==> config.mk <==
export PLATFORM = sky130hd
export DESIGN_NAME = cfg_rom_parser
export DESIGN_NICKNAME = d
export VERILOG_FILES = /design/src/rtl/cfgrom_pkg.sv /design/src/rtl/cfg_loader.sv /design/src/rtl/str_walker.sv /design/src/rtl/mem_port_mux.sv /design/src/rtl/cfg_rom_parser.sv
export SDC_FILE = /design/constraint.sdc
export NUM_CORES = 1
export LEC_CHECK = 0
export ABC_AREA = 1
export BUFFER_PORTS_ARGS = -buffer_cell sky130_fd_sc_hd__buf_2
export CAP_MARGIN = 20
export CORE_MARGIN = 2
export CORE_UTILIZATION = 35
export CTS_CLUSTER_DIAMETER = 120
export CTS_CLUSTER_SIZE = 24
export DETAILED_ROUTE_END_ITERATION = 6
export PLACE_DENSITY = 0.57
export RECOVER_POWER = 100
export SKIP_LAST_GASP = 1
export SYNTH_ARGS = -nofsm -noshare
export SYNTH_HDL_FRONTEND = slang
export SYNTH_HIERARCHICAL = 1
export SYNTH_SLANG_ARGS = --single-unit
==> constraint.sdc <==
create_clock -name clk -period 3.2 [get_ports clk]
set_input_delay 0.32 -clock clk [delete_from_list [all_inputs] [get_ports clk]]
set_output_delay 0.32 -clock clk [all_outputs]
set_load 0.03 [all_outputs]
==> src/rtl/cfgrom_pkg.sv <==
package cfgrom_pkg;
  localparam int unsigned AW   = 8;
  localparam int unsigned DW   = 8;
  localparam int unsigned IDXW = 3;

  localparam logic [15:0]   SIG_WORD   = 16'h067B;
  localparam logic [AW-1:0] A_SIG_LO   = 8'd0;
  localparam logic [AW-1:0] A_SIG_HI   = 8'd1;
  localparam logic [AW-1:0] A_HEAD_END = 8'd13;
  localparam logic [AW-1:0] A_GPIO_LO  = 8'd250;
  localparam logic [AW-1:0] A_GPIO_HI  = 8'd253;
  localparam logic [AW-1:0] TABLE_BASE = 8'd16;
  localparam logic [AW:0]   GUARD      = 9'd250;

  typedef enum logic [1:0] {LD_REQ, LD_WAIT, LD_DONE} ld_state_e;
  typedef enum logic [2:0] {WK_IDLE, WK_LREQ, WK_LWAIT, WK_DREQ, WK_DWAIT} wk_state_e;

  typedef struct packed {
    logic [15:0] vendor;
    logic [15:0] product;
    logic [15:0] release_n;
    logic [7:0]  attr;
    logic [7:0]  power;
    logic [7:0]  ops;
    logic [23:0] fw;
    logic [31:0] gpio;
  } cfg_fields_t;
endpackage

==> src/rtl/cfg_loader.sv <==
module cfg_loader
  import cfgrom_pkg::*;
#(
  parameter cfg_fields_t DEFAULTS = '0
) (
  input  logic          clk,
  input  logic          rst_n,
  output logic          ld_req,
  output logic [AW-1:0] ld_addr,
  input  logic          rsp_valid,
  input  logic [DW-1:0] rsp_data,
  output logic          busy,
  output logic          sig_ok,
  output cfg_fields_t   fields
);
  ld_state_e     state_q, state_d;
  logic [AW-1:0] addr_q, addr_d;
  logic [DW-1:0] lo_q;
  logic          ok_q, ok_d;
  logic          wr_en, lo_en;
  cfg_fields_t   fields_q, fields_d;

  always_comb begin
    state_d = state_q;
    addr_d  = addr_q;
    ok_d    = ok_q;
    wr_en   = 1'b0;
    lo_en   = 1'b0;
    unique case (state_q)
      LD_REQ:  state_d = LD_WAIT;
      LD_WAIT: if (rsp_valid) begin
        if (addr_q == A_SIG_LO) begin
          lo_en   = 1'b1;
          addr_d  = A_SIG_HI;
          state_d = LD_REQ;
        end else if (addr_q == A_SIG_HI) begin
          if ({rsp_data, lo_q} == SIG_WORD) begin
            ok_d    = 1'b1;
            addr_d  = addr_q + 8'd1;
            state_d = LD_REQ;
          end else begin
            state_d = LD_DONE;
          end
        end else begin
          wr_en = 1'b1;
          if (addr_q == A_HEAD_END) begin
            addr_d  = A_GPIO_LO;
            state_d = LD_REQ;
          end else if (addr_q == A_GPIO_HI) begin
            state_d = LD_DONE;
          end else begin
            addr_d  = addr_q + 8'd1;
            state_d = LD_REQ;
          end
        end
      end
      default: state_d = LD_DONE;
    endcase
  end

  always_comb begin
    fields_d = fields_q;
    unique case (addr_q)
      8'd2:    fields_d.vendor[7:0]     = rsp_data;
      8'd3:    fields_d.vendor[15:8]    = rsp_data;
      8'd4:    fields_d.product[7:0]    = rsp_data;
      8'd5:    fields_d.product[15:8]   = rsp_data;
      8'd6:    fields_d.release_n[7:0]  = rsp_data;
      8'd7:    fields_d.release_n[15:8] = rsp_data;
      8'd8:    fields_d.attr            = rsp_data;
      8'd9:    fields_d.power           = rsp_data;
      8'd10:   fields_d.ops             = rsp_data;
      8'd11:   fields_d.fw[7:0]         = rsp_data;
      8'd12:   fields_d.fw[15:8]        = rsp_data;
      8'd13:   fields_d.fw[23:16]       = rsp_data;
      8'd250:  fields_d.gpio[7:0]       = rsp_data;
      8'd251:  fields_d.gpio[15:8]      = rsp_data;
      8'd252:  fields_d.gpio[23:16]     = rsp_data;
      8'd253:  fields_d.gpio[31:24]     = rsp_data;
      default: fields_d = fields_q;
    endcase
  end

  always_ff @(posedge clk or negedge rst_n) begin
    if (!rst_n) begin
      state_q  <= LD_REQ;
      addr_q   <= A_SIG_LO;
      ok_q     <= 1'b0;
      lo_q     <= '0;
      fields_q <= DEFAULTS;
    end else begin
      state_q <= state_d;
      addr_q  <= addr_d;
      ok_q    <= ok_d;
      if (lo_en) lo_q <= rsp_data;
      if (wr_en) fields_q <= fields_d;
    end
  end

  assign ld_req  = (state_q == LD_REQ);
  assign ld_addr = addr_q;
  assign busy    = (state_q != LD_DONE);
  assign sig_ok  = ok_q;
  assign fields  = fields_q;

  p_busy_stays_low_r1: assert property (@(posedge clk) disable iff (!rst_n)
    !busy |=> !busy);
  p_fields_frozen_r9: assert property (@(posedge clk) disable iff (!rst_n)
    !busy |=> $stable(fields_q));
  p_defaults_on_mismatch_r4: assert property (@(posedge clk) disable iff (!rst_n)
    (!busy && !ok_q) |-> (fields_q == DEFAULTS));
endmodule

==> src/rtl/str_walker.sv <==
module str_walker
  import cfgrom_pkg::*;
(
  input  logic            clk,
  input  logic            rst_n,
  input  logic            en,
  input  logic            cfg_ok,
  input  logic            str_req,
  input  logic [IDXW-1:0] str_idx,
  output logic            wk_req,
  output logic [AW-1:0]   wk_addr,
  input  logic            rsp_valid,
  input  logic [DW-1:0]   rsp_data,
  output logic            str_ready,
  output logic            str_valid,
  output logic [DW-1:0]   str_data,
  output logic            str_last,
  output logic            str_done
);
  wk_state_e       state_q, state_d;
  logic [AW:0]     ptr_q, ptr_d, end_w;
  logic [IDXW-1:0] tgt_q, tgt_d, cur_q, cur_d;
  logic [DW-1:0]   len_q, len_d, k_q, k_d;
  logic            valid_q, valid_d, last_q, last_d, done_q, done_d;
  logic [DW-1:0]   data_q, data_d;

  assign end_w     = ptr_q + {1'b0, rsp_data};
  assign str_ready = en && (state_q == WK_IDLE);

  always_comb begin
    state_d = state_q;
    ptr_d   = ptr_q;
    tgt_d   = tgt_q;
    cur_d   = cur_q;
    len_d   = len_q;
    k_d     = k_q;
    valid_d = 1'b0;
    last_d  = 1'b0;
    done_d  = 1'b0;
    data_d  = data_q;
    wk_req  = 1'b0;
    wk_addr = ptr_q[AW-1:0];
    unique case (state_q)
      WK_IDLE: if (str_req && str_ready) begin
        if (!cfg_ok) begin
          done_d = 1'b1;
        end else begin
          tgt_d   = str_idx;
          cur_d   = '0;
          ptr_d   = {1'b0, TABLE_BASE};
          state_d = WK_LREQ;
        end
      end
      WK_LREQ: begin
        wk_req  = 1'b1;
        state_d = WK_LWAIT;
      end
      WK_LWAIT: if (rsp_valid) begin
        if (rsp_data == '0 || end_w > GUARD) begin
          done_d  = 1'b1;
          state_d = WK_IDLE;
        end else if (cur_q == tgt_q) begin
          len_d   = rsp_data;
          valid_d = 1'b1;
          data_d  = rsp_data;
          k_d     = 8'd1;
          if (rsp_data == 8'd1) begin
            last_d  = 1'b1;
            done_d  = 1'b1;
            state_d = WK_IDLE;
          end else begin
            state_d = WK_DREQ;
          end
        end else begin
          ptr_d = end_w;
          cur_d = cur_q + 1'b1;
          if (end_w >= GUARD) begin
            done_d  = 1'b1;
            state_d = WK_IDLE;
          end else begin
            state_d = WK_LREQ;
          end
        end
      end
      WK_DREQ: begin
        wk_req  = 1'b1;
        wk_addr = ptr_q[AW-1:0] + k_q;
        state_d = WK_DWAIT;
      end
      WK_DWAIT: if (rsp_valid) begin
        valid_d = 1'b1;
        data_d  = rsp_data;
        if (k_q == len_q - 8'd1) begin
          last_d  = 1'b1;
          done_d  = 1'b1;
          state_d = WK_IDLE;
        end else begin
          k_d     = k_q + 8'd1;
          state_d = WK_DREQ;
        end
      end
      default: state_d = WK_IDLE;
    endcase
  end

  always_ff @(posedge clk or negedge rst_n) begin
    if (!rst_n) begin
      state_q <= WK_IDLE;
      ptr_q   <= '0;
      tgt_q   <= '0;
      cur_q   <= '0;
      len_q   <= '0;
      k_q     <= '0;
      valid_q <= 1'b0;
      last_q  <= 1'b0;
      done_q  <= 1'b0;
      data_q  <= '0;
    end else begin
      state_q <= state_d;
      ptr_q   <= ptr_d;
      tgt_q   <= tgt_d;
      cur_q   <= cur_d;
      len_q   <= len_d;
      k_q     <= k_d;
      valid_q <= valid_d;
      last_q  <= last_d;
      done_q  <= done_d;
      data_q  <= data_d;
    end
  end

  assign str_valid = valid_q;
  assign str_data  = data_q;
  assign str_last  = last_q;
  assign str_done  = done_q;

  p_walk_in_table_r7: assert property (@(posedge clk) disable iff (!rst_n)
    wk_req |-> (wk_addr >= TABLE_BASE && {1'b0, wk_addr} < GUARD));
  p_last_with_done_r5: assert property (@(posedge clk) disable iff (!rst_n)
    str_last |-> (str_valid && str_done));
  p_quiet_while_loading_r8: assert property (@(posedge clk) disable iff (!rst_n)
    !en |-> (!str_valid && !str_done));
endmodule

==> src/rtl/mem_port_mux.sv <==
module mem_port_mux
  import cfgrom_pkg::*;
(
  input  logic          clk,
  input  logic          rst_n,
  input  logic          sel_loader,
  input  logic          ld_req,
  input  logic [AW-1:0] ld_addr,
  input  logic          wk_req,
  input  logic [AW-1:0] wk_addr,
  output logic          mem_req,
  output logic [AW-1:0] mem_addr
);
  assign mem_req  = sel_loader ? ld_req  : wk_req;
  assign mem_addr = sel_loader ? ld_addr : wk_addr;

  p_one_owner_r8: assert property (@(posedge clk) disable iff (!rst_n)
    sel_loader |-> !wk_req);
endmodule

==> src/rtl/cfg_rom_parser.sv <==
module cfg_rom_parser
  import cfgrom_pkg::*;
#(
  parameter logic [15:0] DEF_VENDOR  = 16'hA5C3,
  parameter logic [15:0] DEF_PRODUCT = 16'h0B17,
  parameter logic [15:0] DEF_RELEASE = 16'h0100,
  parameter logic [7:0]  DEF_ATTR    = 8'hC0,
  parameter logic [7:0]  DEF_POWER   = 8'hFA,
  parameter logic [7:0]  DEF_OPS     = 8'h00,
  parameter logic [23:0] DEF_FW      = 24'h000000,
  parameter logic [31:0] DEF_GPIO    = 32'h00000000
) (
  input  logic            clk,
  input  logic            rst_n,
  output logic            mem_req,
  output logic [AW-1:0]   mem_addr,
  input  logic            mem_rsp_valid,
  input  logic [DW-1:0]   mem_rsp_data,
  output logic            busy,
  output logic            cfg_valid,
  output logic [15:0]     vendor_id,
  output logic [15:0]     product_id,
  output logic [15:0]     release_num,
  output logic [7:0]      cfg_attr,
  output logic [7:0]      max_power,
  output logic [7:0]      op_settings,
  output logic [23:0]     fw_ctrl,
  output logic [31:0]     gpio_cfg,
  input  logic            str_req,
  input  logic [IDXW-1:0] str_idx,
  output logic            str_ready,
  output logic            str_valid,
  output logic [DW-1:0]   str_data,
  output logic            str_last,
  output logic            str_done
);
  localparam cfg_fields_t DEFAULTS = '{vendor: DEF_VENDOR, product: DEF_PRODUCT,
    release_n: DEF_RELEASE, attr: DEF_ATTR, power: DEF_POWER, ops: DEF_OPS,
    fw: DEF_FW, gpio: DEF_GPIO};

  logic          ld_req, wk_req, ld_busy, sig_ok;
  logic [AW-1:0] ld_addr, wk_addr;
  cfg_fields_t   fields;

  cfg_loader #(.DEFAULTS(DEFAULTS)) u_loader (
    .clk(clk), .rst_n(rst_n), .ld_req(ld_req), .ld_addr(ld_addr),
    .rsp_valid(mem_rsp_valid), .rsp_data(mem_rsp_data),
    .busy(ld_busy), .sig_ok(sig_ok), .fields(fields));

  str_walker u_walker (
    .clk(clk), .rst_n(rst_n), .en(!ld_busy), .cfg_ok(sig_ok),
    .str_req(str_req), .str_idx(str_idx), .wk_req(wk_req), .wk_addr(wk_addr),
    .rsp_valid(mem_rsp_valid), .rsp_data(mem_rsp_data),
    .str_ready(str_ready), .str_valid(str_valid), .str_data(str_data),
    .str_last(str_last), .str_done(str_done));

  mem_port_mux u_mux (
    .clk(clk), .rst_n(rst_n), .sel_loader(ld_busy),
    .ld_req(ld_req), .ld_addr(ld_addr), .wk_req(wk_req), .wk_addr(wk_addr),
    .mem_req(mem_req), .mem_addr(mem_addr));

  assign busy        = ld_busy;
  assign cfg_valid   = sig_ok;
  assign vendor_id   = fields.vendor;
  assign product_id  = fields.product;
  assign release_num = fields.release_n;
  assign cfg_attr    = fields.attr;
  assign max_power   = fields.power;
  assign op_settings = fields.ops;
  assign fw_ctrl     = fields.fw;
  assign gpio_cfg    = fields.gpio;

  p_ready_after_load_r1: assert property (@(posedge clk) disable iff (!rst_n)
    str_ready |-> !busy);
endmodule

======== Word level (Yosys, flattened, before mapping) ========
Index checks and enable logic that the tools add are counted.
storage, ports and cells
  register bits after elaboration ......... 192
  bits of input ports ..................... 15
  output and inout port bits .............. 151
  logic and storage cells ................. 188
cells by class
  add/subtract/negate cells ............... 6
  order comparisons ....................... 2
  equality and inequality tests ........... 38
  muxes and demuxes ....................... 75
  bitwise gates (word level) .............. 2
  reductions and logical operators ........ 35
operators by type and width
  operator                                                                         count
  8-bit 2-to-1 mux                                                                 16
  8-bit by 4-bit equality test with 1-bit output, second input constant            6
  9-bit 2-to-1 mux                                                                 5
  3-bit 2-to-1 mux                                                                 11
  8-bit by 3-bit equality test with 1-bit output, second input constant            4
  8-bit equality test, second input constant                                       4
  8-bit one-hot mux with 2 select lines                                            2
  2-bit AND reduction                                                              16
  1-bit 2-to-1 mux                                                                 26
  2-bit inequality test, second input constant                                     9
  9-bit one-hot mux with 2 select lines                                            1
  8-bit by 1-bit adder with 8-bit output, second input constant                    2
  16-bit by 11-bit equality test with 1-bit output, second input constant          1
  8-bit by 1-bit equality test with 1-bit output, second input constant            2
  8-bit by 2-bit equality test with 1-bit output, second input constant            2
  8-bit zero test                                                                  2
  2-bit 2-to-1 mux                                                                 8
  3-bit one-hot mux with 5 select lines                                            1
  4-bit AND reduction                                                              3
  6-bit AND reduction                                                              2
  5-bit AND reduction                                                              2
  9-bit by 8-bit adder with 9-bit output                                           1
  9-bit by 8-bit >= comparator with 1-bit output, second input constant            1
  9-bit by 8-bit greater-than comparator with 1-bit output, second input constant  1
  25 further kinds                                                                 30

======== Longest topological paths before layout ========
  depth in word-level cells ............... 7
  gate-level depth with buffers ........... 16
  mapped depth without buffers ............ 16

======== Hierarchy ========
Netlist, hierarchy kept.
modules (own cells, without submodules)
  module          instances  cells each  area each (um2)  seq. area each (um2)
  cfg_loader      1          754         6,432.4          3,708.6
  str_walker      1          485         3,528.4          1,126.1
  mem_port_mux    1          29          116.4            0.0
  cfg_rom_parser  1          1           3.8              0.0

======== Worst setup path after synthesis ========
OpenSTA, ideal clock, no wires.
  path kind ............................... register -> output
  from .................................... reg u_walker.k_q[0]
  to ...................................... out mem_addr[6]
  arrival time ............................ 1,952 ps
  data required time ...................... 2,880 ps
  setup slack ............................. 928 ps
  stages on the path, launching flop included .. 12
  cells stage by stage .................... dfrtp_1 ha_1 inv_1 fa_1 o21ai_0 nand2_1 nand2_1 a21oi_1 xor2_1 o21ai_0 nand2_1 nand2_1
on the way
  longest elaborated chain between the ends .. 3
ends and longest elaborated chain
  item                      line                  source
  start: declaration        str_walker.sv:23      logic [DW-1:0] len_q, len_d, k_q, k_d;
  start signal: assignment  str_walker.sv:124     k_q <= k_d;
  8-bit adder               str_walker.sv:87      wk_addr = ptr_q[AW-1:0] + k_q;
  8-bit 2-to-1 mux          str_walker.sv:43      unique case (state_q)
  net wk_addr[6]            cfg_rom_parser.sv:42  logic [AW-1:0] ld_addr, wk_addr;
  8-bit 2-to-1 mux          mem_port_mux.sv:15    assign mem_addr = sel_loader ? ld_addr : wk_addr;
  end: declaration          cfg_rom_parser.sv:16  output logic [AW-1:0] mem_addr,
The timed path passes the listed nets, and every way through them passes these cells.

======== Final worst setup path ========
Same ends and word-level chain as after synthesis.

==> summary.md <==
| Metric | Value |
|---|---|
| Worst-Skew Late Latency | `around 0.44 ns` |
| Crit Path Max Fanout | `6` |
| Dpl cells | `about 1.8k` |
| Unrepaired setup endpoints after global routing | `yes` |
| CP arrival | `2.74 ns` |
| Number of flops mapped to enable cells by yosys | `0` |
| HP Class | `input pin to flip-flop` |
| Crit path cell chain | `ha_1 > inv_1 > fa_1 > o21ai_0 > nand2_1 > nand2_1 > a21oi_1 > xor2_1 > o21ai_0 > nand2_1 > nand2_1 > buf_2` |
| Tot GR Track Use | `about a fifth` |
| Die area | `30,200 um^2` |
| Number of global-route vias before repair | `8,646` |
| Top Family by Delay on Critical Path | `adder cells` |
| Die Wd | `roughly 170 um` |
| Final Cell Area | `between 10,000 and 15,000 um^2` |
| Netlist Area Pre-Place | `between 10,000 and 15,000 um^2` |
| Yosys cell types | `48` |
| Initial core utilization | `a little over a third` |
| Most common cell type on the critical path | `nand2_1` |
| Syn Inst Count | `around 1.3k` |
| Final worst path period share | `a little over nine tenths` |
| Post-synthesis sequential area ratio | `between 40% and 50%` |
| Chip Height | `~170 um` |
| Synth Flop Type | `dfrtp_1` |
| PortBufs | `about 170` |
| WHS | `roughly 0.086 ns` |
| Count of clock tree sinks | `~190` |
| Worst vdd ir | `around 0.00031 V` |
| Ys Warns | `6` |
| Std cell rows | `62` |
| Setup Crit Path Kind | `flip-flop to output pin` |
| Critical Path RT | `between 2 and 3 ns` |
| Initial DRT Pass Iterations | `5` |
| Footprint of the multi-input gates | `~4500 um^2` |
| Core Box Area | `~29,000 um^2` |
| Clk buf depth | `2` |
| Failing checks | `capacitance limit, slew limit` |
| Clock Pin Slew Worst Setup and Hold Paths | `about 0.080 ns` |
| I/O pins | `~170` |
| Status | `finished with violations` |
| Tightest Pin Transition | `~2.4 ns` |
| Post-CTS setup repair buffer count | `0` |
| Area Growth Syn to Fin | `15.7%` |
| Crit path largest cell delay | `0.45 ns` |
| Cell taking the most area after synthesis | `dfrtp_1` |
| Post-Place Cell Area | `11,400 um^2` |
| CTS tree | `done` |
| Root buf cell | `clkbuf_16` |
| Post-route ant nets | `0` |
| FF+latch area | `just under 5000 um^2` |
| Count of final hold-check violations | `0` |
| Ys async rst share | `100%` |
| Filler Cell Count | `~3.1k` |
| Largest cells by area after synthesis | `dfrtp_1 42%, nand2_1 19%, nand3_1 8.1%` |
| P_leak | `0.00599 uW` |
| Largest net degree at the start of global routing | `roughly 90` |
| Share of cells above drive strength 1 | `about 11%` |
| Post-route insts no fill | `between 1.5k and 2k` |
| WL final | `between 30 and 40 mm` |
| DRC errors left | `0` |
| Min Tclk post-route | `just over 3 ns` |
| Syn Nets | `1,308` |
| Via count of the routed design | `between 8k and 9k` |
| Worst rel slew slack | `-59.9%` |
| Top cell type's share of synthesized area | `between 40% and 50%` |
| Clock Skews | `roughly 0.019 ns` |
| Critical Path Sink Type | `output pin` |
| Global-route wire length before repair | `48.9 mm` |
| NumNets Final | `1,474` |
| Final slew viol count | `91` |
| H-tree lvl count | `4` |
| # setup viols final | `0` |
| Kind of start point of the critical path | `flip-flop` |
| RePlAce Congestion | `0.892` |
| Post-DR vias/cell | `between 4 and 5` |
| Count leader, synth | `nand2_1` |
| Total CTS buffers | `17` |
| Fmax | `about 330 MHz` |
| Slowest CP cell | `dfrtp_2` |
| Grt total ovfl | `0` |
| Max-cap violations | `1` |
| CP Buf/Inv Count | `2` |
| Commonest cells post-synth | `500 x nand2_1, 168 x dfrtp_1, 164 x nand3_1` |
| Antenna Cells | `0` |
| Iter 0 DRT Violations | `about 640` |
| Register bit total from synthesis | `between 150 and 200` |
| Mapped Avg Cell Area | `7.94 um^2` |
| Detail Placement HPWL | `between 20 and 25 mm` |
| Cell Pwr Density | `approximately 740 nW/um^2` |
| Average routed wire per standard cell | `16.6 um` |
| Initial antenna violation count | `0` |
-- layout make-up --
| cell class | instances | area share [%] |
|---|---|---|
| clock buffer | 18 | 3.77 |
| inverter | 96 | 3.10 |
| sequential | 192 | 41.5 |
| timing repair buffer | 191 | 7.46 |
| multi-input combinational | 937 | 38.7 |
| clock inverter | 14 | 1.42 |
| tap | 384 | 4.12 |
-- cell families after synthesis --
kind of cell | synth area share [%]
DFF | 48.0
and+or+nand+nor | 35.8
adders and majority gates | 3.13
xor gates and xnor gates | 1.74
buffers and inverters | 6.13
AOI/OAI and AO/OA | 5.23
-- worst register-to-register path, cell delays in order, from the launching register on --
cell and delay (ns):
dfrtp_1 0.50, inv_1 0.13, ha_1 0.27, nand2_1 0.08
nor2_1 0.13, nor2_8 0.19, nand2_1 0.25, inv_2 0.57
clkbuf_2 0.34, clkbuf_2 0.24, nand3_1 0.10, nand2_1 0.09
-- repair_timing --
item / CTS / global route
endpoints found under the setup margin: 0 / 2
hold buffers: 1 / 0
resized for setup: 0 / 3
hold endpoints to repair: 10 / 0
-- per-stage QoR --
stage                     util, %  setup WS, ns  total power, uW  TNS, ns
after global placement       39.8         0.318             6580        0
final                        40.8         0.141             8630        0
after global routing         40.8      -0.00846             9250  -0.0158
after CTS                    42.0        0.0612             8850        0
after floorplan                 -         0.928             5750        0
after detailed placement     39.8         0.289             6640        0
-- power breakdown --
group	total, uW	internal (uW)	switching [uW]
clock network	2180	1070	1100
logic	3240	931	2310
registers	3210	2830	377
-- cells in the final DEF (no fill, tap or decap), types with 13 or more instances in the layout --
cell type,Yosys,routed
inv_1,84,84
o21ai_0,36,47
dfstp_2,24,24
a21oi_1,17,18
nand4_1,13,13
nand2_1,500,523
nor2_1,55,59
dfrtp_1,168,166
buf_4,1,18
ha_1,22,22
clkbuf_1,13,145
buf_2,13,17
nand3_1,164,165
clkbuf_16,0,17
-- routing by layer --
layer  GRT usage [%]  share of wire (%)  wire (um)
met3            4.65                5.0       1520
met5               0                  0          0
met2            33.3                 47      14400
met1            27.4                 45      13800
met4            7.39                2.4        719
-- state kept, by name, indices dropped and copies added (netlist names) --
register	cells
u_walker/cur_q	3
u_loader/state_q	2
u_loader/lo_q	8
u_walker/str_done	1
u_walker/tgt_q	3
u_walker/state_q	3
u_walker/str_valid	1
u_loader/sig_ok	1
u_loader/fields	128
u_walker/str_last	1
u_walker/ptr_q	9
u_loader/ld_addr	8
u_walker/str_data	8
u_walker/len_q	8
u_walker/k_q	8
-- path summary, 6_finish.rpt --
path | cells after the start | slack (ns) | end | start
worst max-delay path | 12 | 0.14 | mem_addr[6] | u_walker/k_q[0]
worst min-delay path | 3 | 0.09 | u_walker/tgt_q[1] | str_idx[1]
worst max register to register | 11 | 0.26 | u_loader/fields[108] | u_loader/ld_addr[0]
worst min register to register | 2 | 0.46 | u_loader/fields[105] | u_loader/fields[105]
max in group asynchronous | 3 | 0.51 | u_walker/k_q[1] | rst_n
min in group asynchronous | 2 | 1.08 | u_walker/tgt_q[2] | rst_n
Note: power is estimated with default switching activity, not from simulation.
